File: config.mk
export PLATFORM = sky130hd
export DESIGN_NAME = bus_fault_monitor
export DESIGN_NICKNAME = d
export VERILOG_FILES = /design/src/rtl/bfm_pkg.sv /design/src/rtl/bfm_cycle_timer.sv /design/src/rtl/bfm_regs.sv /design/src/rtl/bfm_term.sv /design/src/rtl/bus_fault_monitor.sv
export SDC_FILE = /design/constraint.sdc
export NUM_CORES = 1
export LEC_CHECK = 0
export CAP_MARGIN = 20
export CELL_PAD_IN_SITES_DETAIL_PLACEMENT = 1
export CELL_PAD_IN_SITES_GLOBAL_PLACEMENT = 2
export CORE_UTILIZATION = 28
export CTS_CLUSTER_SIZE = 14
export DETAILED_ROUTE_END_ITERATION = 16
export HOLD_SLACK_MARGIN = 0.1
export PLACE_DENSITY_LB_ADDON = 0.2
export SYNTH_ARGS = -nofsm -noshare
export SYNTH_HDL_FRONTEND = slang
export SYNTH_HIERARCHICAL = 1
export SYNTH_SLANG_ARGS = --single-unit
File: constraint.sdc
create_clock -name clk -period 3 [get_ports clk]
set_input_delay 0.6 -clock clk [delete_from_list [all_inputs] [get_ports clk]]
set_output_delay 0.6 -clock clk [all_outputs]
set_load 0.02 [all_outputs]
File: src/rtl/bfm_pkg.sv
// Package for the bus fault monitor.
// Holds the positions of the condition bits within a byte (the same order
// is used for the status byte and the enable byte) and the enable reset value.
package bfm_pkg;
    localparam int NSRC      = 8;
    localparam int REG_W     = 16;
    localparam int IX_OVLP   = 7;
    localparam int IX_ROWR   = 6;
    localparam int IX_CKOFF  = 5;
    localparam int IX_XERR   = 4;
    localparam int IX_TMO    = 3;
    localparam int IX_RESV   = 2;
    localparam int IX_EXT    = 1;
    localparam int IX_PRIV   = 0;
    localparam logic [NSRC-1:0] EN_RESET = 8'b0000_1011;
    typedef logic [NSRC-1:0] cond_vec_t;
endpackage

File: src/rtl/bfm_cycle_timer.sv
// Wait counter for the bus cycle currently open.
// Counts clocks while cyc_valid is high. Restarts at 0 after any termination
// or while the bus is idle, and holds at the selected limit.
// Assumes: the limit is 2^(BASE_LOG2+tsel), so it always fits in CNT_W bits.
module bfm_cycle_timer #(
    parameter int TSEL_W    = 3,
    parameter int BASE_LOG2 = 7,
    localparam int CNT_W    = BASE_LOG2 + (1 << TSEL_W)
) (
    input  logic              clk,
    input  logic              rst_n,
    input  logic              cyc_valid,
    input  logic              term,
    input  logic [TSEL_W-1:0] tsel,
    output logic              expired,
    output logic [CNT_W-1:0]  cnt
);
    logic [CNT_W-1:0] limit;

    // Decode the limit from the code: base times a power of two
    always_comb limit = CNT_W'(1) << (BASE_LOG2 + int'(tsel));

    // Advance, restart or hold the wait count
    always_ff @(posedge clk) begin
        if (!rst_n) begin
            cnt <= '0;
        end else if (!cyc_valid || term) begin
            cnt <= '0;
        end else if (cnt != limit) begin
            cnt <= cnt + CNT_W'(1);
        end
    end

    // Expiry is reported for as long as the open cycle sits at the limit
    always_comb expired = cyc_valid && (cnt == limit);
endmodule

File: src/rtl/bfm_regs.sv
// Software-visible state: sticky status byte, enable byte and wait-limit code.
// Status bits set from set_vec and clear on write-1. A set in the same clock
// as a clear wins. Read data is combinational on reg_sel.
module bfm_regs
    import bfm_pkg::*;
#(
    parameter int TSEL_W = 3
) (
    input  logic              clk,
    input  logic              rst_n,
    input  cond_vec_t         set_vec,
    input  logic              reg_wr,
    input  logic              reg_sel,
    input  logic [REG_W-1:0]  reg_wdata,
    output logic [REG_W-1:0]  reg_rdata,
    output cond_vec_t         status,
    output cond_vec_t         enable,
    output logic [TSEL_W-1:0] tsel
);
    cond_vec_t clr_mask;
    logic      wr_main;
    logic      wr_tsel;

    // Split the write strobe between the two registers
    always_comb begin
        wr_main  = reg_wr && !reg_sel;
        wr_tsel  = reg_wr &&  reg_sel;
        clr_mask = wr_main ? reg_wdata[REG_W-1:NSRC] : '0;
    end

    // Sticky status: clear on write-1, then new events set
    always_ff @(posedge clk) begin
        if (!rst_n) status <= '0;
        else        status <= (status & ~clr_mask) | set_vec;
    end

    // Enable byte, written whole
    always_ff @(posedge clk) begin
        if (!rst_n)       enable <= EN_RESET;
        else if (wr_main) enable <= reg_wdata[NSRC-1:0];
    end

    // Wait-limit code
    always_ff @(posedge clk) begin
        if (!rst_n)       tsel <= '0;
        else if (wr_tsel) tsel <= reg_wdata[TSEL_W-1:0];
    end

    // Read multiplexer
    always_comb begin
        if (reg_sel) reg_rdata = {{(REG_W-TSEL_W){1'b0}}, tsel};
        else         reg_rdata = {status, enable};
    end
endmodule

File: src/rtl/bfm_term.sv
// Termination decision for the open cycle.
// Gates the raw events with cyc_valid and trips the error on any enabled
// event. The normal acknowledge passes only when no enabled event is present.
// Assumes: the raw events are valid in the clock they are presented.
module bfm_term
    import bfm_pkg::*;
(
    input  logic      cyc_valid,
    input  logic      slv_ack,
    input  cond_vec_t raw_ev,
    input  cond_vec_t enable,
    output cond_vec_t set_vec,
    output logic      bus_ack,
    output logic      bus_err
);
    cond_vec_t trip;

    // Only events inside an open cycle count
    always_comb set_vec = cyc_valid ? raw_ev : '0;

    // One trip line per condition
    for (genvar i = 0; i < NSRC; i++) begin : g_trip
        assign trip[i] = set_vec[i] & enable[i];
    end

    // An enabled error overrides the normal acknowledge
    always_comb begin
        bus_err = |trip;
        bus_ack = cyc_valid && slv_ack && !bus_err;
    end
endmodule

File: src/rtl/bus_fault_monitor.sv
// Bus error monitor with protection register.
// Watches the open bus cycle, records fault events in sticky status bits and
// ends the cycle with an access error when an enabled event fires.
// Assumes: the master holds cyc_valid until it sees bus_ack or bus_err.
module bus_fault_monitor
    import bfm_pkg::*;
#(
    parameter int TSEL_W    = 3,
    parameter int BASE_LOG2 = 7,
    localparam int CNT_W    = BASE_LOG2 + (1 << TSEL_W)
) (
    input  logic             clk,
    input  logic             rst_n,
    input  logic             cyc_valid,
    input  logic             slv_ack,
    input  logic             ev_overlap,
    input  logic             ev_ro_write,
    input  logic             ev_clk_off,
    input  logic             ev_xfer_err,
    input  logic             ev_resv,
    input  logic             ev_ext,
    input  logic             ev_priv,
    output logic             bus_ack,
    output logic             bus_err,
    input  logic             reg_wr,
    input  logic             reg_sel,
    input  logic [REG_W-1:0] reg_wdata,
    output logic [REG_W-1:0] reg_rdata
);
    cond_vec_t         raw_ev;
    cond_vec_t         set_vec;
    cond_vec_t         status;
    cond_vec_t         enable;
    logic [TSEL_W-1:0] tsel;
    logic [CNT_W-1:0]  cnt;
    logic              expired;
    logic              term;

    // Gather the events in register bit order
    always_comb begin
        raw_ev           = '0;
        raw_ev[IX_OVLP]  = ev_overlap;
        raw_ev[IX_ROWR]  = ev_ro_write;
        raw_ev[IX_CKOFF] = ev_clk_off;
        raw_ev[IX_XERR]  = ev_xfer_err;
        raw_ev[IX_TMO]   = expired;
        raw_ev[IX_RESV]  = ev_resv;
        raw_ev[IX_EXT]   = ev_ext;
        raw_ev[IX_PRIV]  = ev_priv;
        term             = bus_ack || bus_err;
    end

    bfm_cycle_timer #(.TSEL_W(TSEL_W), .BASE_LOG2(BASE_LOG2)) u_timer (
        .clk(clk), .rst_n(rst_n), .cyc_valid(cyc_valid), .term(term),
        .tsel(tsel), .expired(expired), .cnt(cnt)
    );

    bfm_term u_term (
        .cyc_valid(cyc_valid), .slv_ack(slv_ack), .raw_ev(raw_ev),
        .enable(enable), .set_vec(set_vec), .bus_ack(bus_ack), .bus_err(bus_err)
    );

    bfm_regs #(.TSEL_W(TSEL_W)) u_regs (
        .clk(clk), .rst_n(rst_n), .set_vec(set_vec), .reg_wr(reg_wr),
        .reg_sel(reg_sel), .reg_wdata(reg_wdata), .reg_rdata(reg_rdata),
        .status(status), .enable(enable), .tsel(tsel)
    );
endmodule

==> results of run 1 <==
layout make-up:
cell class | instances | share of cell area [%]
multi-input cells | 156 | 40.1
clock buffers | 7 | 3.35
repair buffers | 70 | 24.5
well taps | 75 | 3.64
inverters | 12 | 1.75
clock inverters | 1 | 0.194
flip-flops and latches | 34 | 26.5
state kept, by name, indices dropped and copies added, names as in the netlist:
register	cells
u_regs/tsel	3
u_regs/status	8
u_regs/enable	8
u_timer/cnt	15
worst paths after layout:
kind	start	to	cells past startpoint
hold / removal	u_regs/enable[7]	u_regs/enable[7]	2
setup reg to reg	u_timer/cnt[6]	u_timer/cnt[0]	11
setup / recovery	u_timer/cnt[6]	bus_ack	8
hold reg to reg	u_regs/enable[7]	u_regs/enable[7]	2
kinds of logic (layout without fill, tap and decap cells):
group	count (synthesis)	in the layout
AND/OR/NAND/NOR	94	94
AO/OA/AOI/OAI	39	39
multiplexers	13	13
flip-flops	34	34
adder cells (fa/ha/maj)	1	1
buffers and inverters	22	90
XOR/XNOR	9	9
per-stage QoR:
stage | util, % | instances | power, W
global placement | 40.1 | 343 | 0.000667
global route | 42.6 | 355 | 0.00109
CTS | 41.8 | 353 | 0.00104
detailed placement | 40.1 | 343 | 0.000669
floorplan | - | 212 | 0.000576
finish | 42.6 | 355 | 0.00103
power breakdown:
| group | internal [W] | switching, W |
|---|---|---|
| clock | 0.000185 | 0.000171 |
| sequential | 0.000468 | 0.0000121 |
| combinational | 0.000104 | 0.0000846 |
cells in the final DEF, fill, tap and decap left out, types with 5 or more instances in the layout:
master            n
clkdlybuf4s50_1  44
dfxtp_1          32
buf_4            25
nand2_1          23
nor2b_1          16
o21ai_0          15
inv_1            12
nor2_1           12
mux2i_1          10
and2_1            9
a31oi_1           8
clkbuf_8          6
nand4_1           6
xor2_1            6
a21oi_1           5
worst max-delay path: cells and delay by family (launching register included):
family                 cells  cell delay [ns]
AND/OR/NAND/NOR            5             1.37
flip-flops                 1             0.31
AO/OA/AOI/OAI              2             0.19
buffers and inverters      1             0.16
timing repair:
item | in CTS | in global routing
pin swaps | 2 | 3
buffers inserted | 2 | 2
gates resized for setup | 10 | 7
setup endpoints to repair | 2 | 2
layer usage:
metal	global-route usage [%]	routed length [um]	vias to the layer above
li1	-	-	872
met4	5.26	65	0
met2	22.8	2220	28
met3	4.00	163	6
met5	0	0	-
met1	23.0	2530	776
==> flow_summary.yaml, run 1 <==
clocking:
  clock-root-buffer: "clkbuf_8"
  cts_made_buffers: 5
  ctsHoldBuffers: 0
  clock_latency_ns: 0.28
  cts.sinks: 34
  cts.clk_slew.worst_paths_ns: 0.07
  cts-htree-levels: 2
  cts_tree: "yes"
  cts.path.max_buffers: 2
power_and_ir_drop:
  cellLeakagePower_nw: 0.992
  pwr_density_cell_nw_per_um2: 397
  vdd_drop_max_v: 0.000176
logic_synthesis:
  yosys_warnings: 6
  async_flop_share_pct: 0
  syn_area_um2: 1790
  syn_nets: 242
  synthDominantCellAreaShare_pct: 37.9
  avgSynthCellArea_um2: 8.46
  synth_fa_ha_area_share_pct: 0.697
  synthDistinctLibCells: 40
  synthFlopType: "dfxtp_1"
  synth.most_common_cell: "dfxtp_1"
  synth_area_leaders: "dfxtp_1 38%, mux2i_1 6.7%, nor2b_1 5.6%"
  synth_area_leader_cell: "dfxtp_1"
  synth_cells: 212
  synth_compound_area_share_pct: 13.9
  synth_top_cells_by_count: "34 x dfxtp_1, 23 x nand2_1, 16 x nor2b_1"
  synth-edff-count: 0
  seq_area_frac_synth_pct: 37.9
  synthSimpleGateAreaFrac_pct: 29.6
  synth_top_family_by_area: "simple AND/OR/NAND/NOR gates"
  synth_xor_area_share_pct: 4.39
  synth-seq-cells: 34
  synthMuxAreaShare_pct: 7.32
cells_and_area:
  num_antenna_cells: 0
  layout-drive-gt1-share_pct: 16.4
  syn2layout_area_growth_pct: 43.8
  multi_input_area_um2: 1030
  fillers: 719
  nets: 309
  fin_area_um2: 2580
  seq_area_um2: 683
routing:
  routedWlPerCell_um: 14.0
  drtIter0Drc: 39
  num_vias: 1682
  firstDrtPassIters: 4
  route.detailed.drc: 0
  routed_wl_mm: 4.98
  postRouteAntennaNets: 0
  viasPerCell: 4.74
critical_path:
  cp_common_cell: "nor4_4"
  critical_path_arrival_ns: 2.31
  cp_slowest_cell: "or4_4"
  cp_max_fo: 2
  start_kind: "register"
  cpPeakStageDelay_ns: 0.54
  end_kind: "output pin"
  required_ns: 2.40
  crit_chain: "or4_4 -> nor4_4 -> o21ai_2 -> nor4_4 -> and2_4 -> a221oi_2 -> and4_1 -> buf_2"
  critical_path_class: "register to output pin"
  reg2reg_slack_ns: 0.31
floorplan:
  core_um2: 6060
  die_x_um: 82.1
  die_h_um: 82.1
  ioPinCount: 47
  fp-row-count: 28
  start_util_pct: 29.6
  dieArea_um2: 6730
sta:
  fin_hold_ws_ns: 0.480
  setup_violations: 0
  rsz0062_at_grt: "yes"
  worst_slew_pin_slew_ns: 0.416
  slew_headroom_pct: 72.2
  hold_viol_final: 0
  setup_tns_ns: 0
  setup_ws_ns: 0.0917
  fmax_mhz: 344
  period_needed_ns: 2.91
  fin_crit_sh_pct: 96.9
  finClkSkew_ns: 0.00444
  slew_violations: 0
grt:
  grt_pass1_wl_mm: 8.00
  grt_pass1_vias: 1656
  gr-total-overflow: 0
  grt_max_degree: 17
  grt.total_usage_pct: 16.0
  antenna_found_initial: 0
run_status:
  status: "finished, final reports clean"
placement:
  port-buffer-count: 46
  dp_slack_ns: -0.187
  hpwl_mm: 3.74
  place_area_um2: 2430
  gp_congestion: 0.729
flow_run:
  cap_violations: 0
worst_hold_path:
  hp-class: "register to register"
(Power assumes the default switching activity.)
==> run 2: changes to the inputs <==
- CAP_MARGIN: 20 -> default
==> results of run 2 <==
No change in the layout: final DEF, timing and power equal those of run 1.
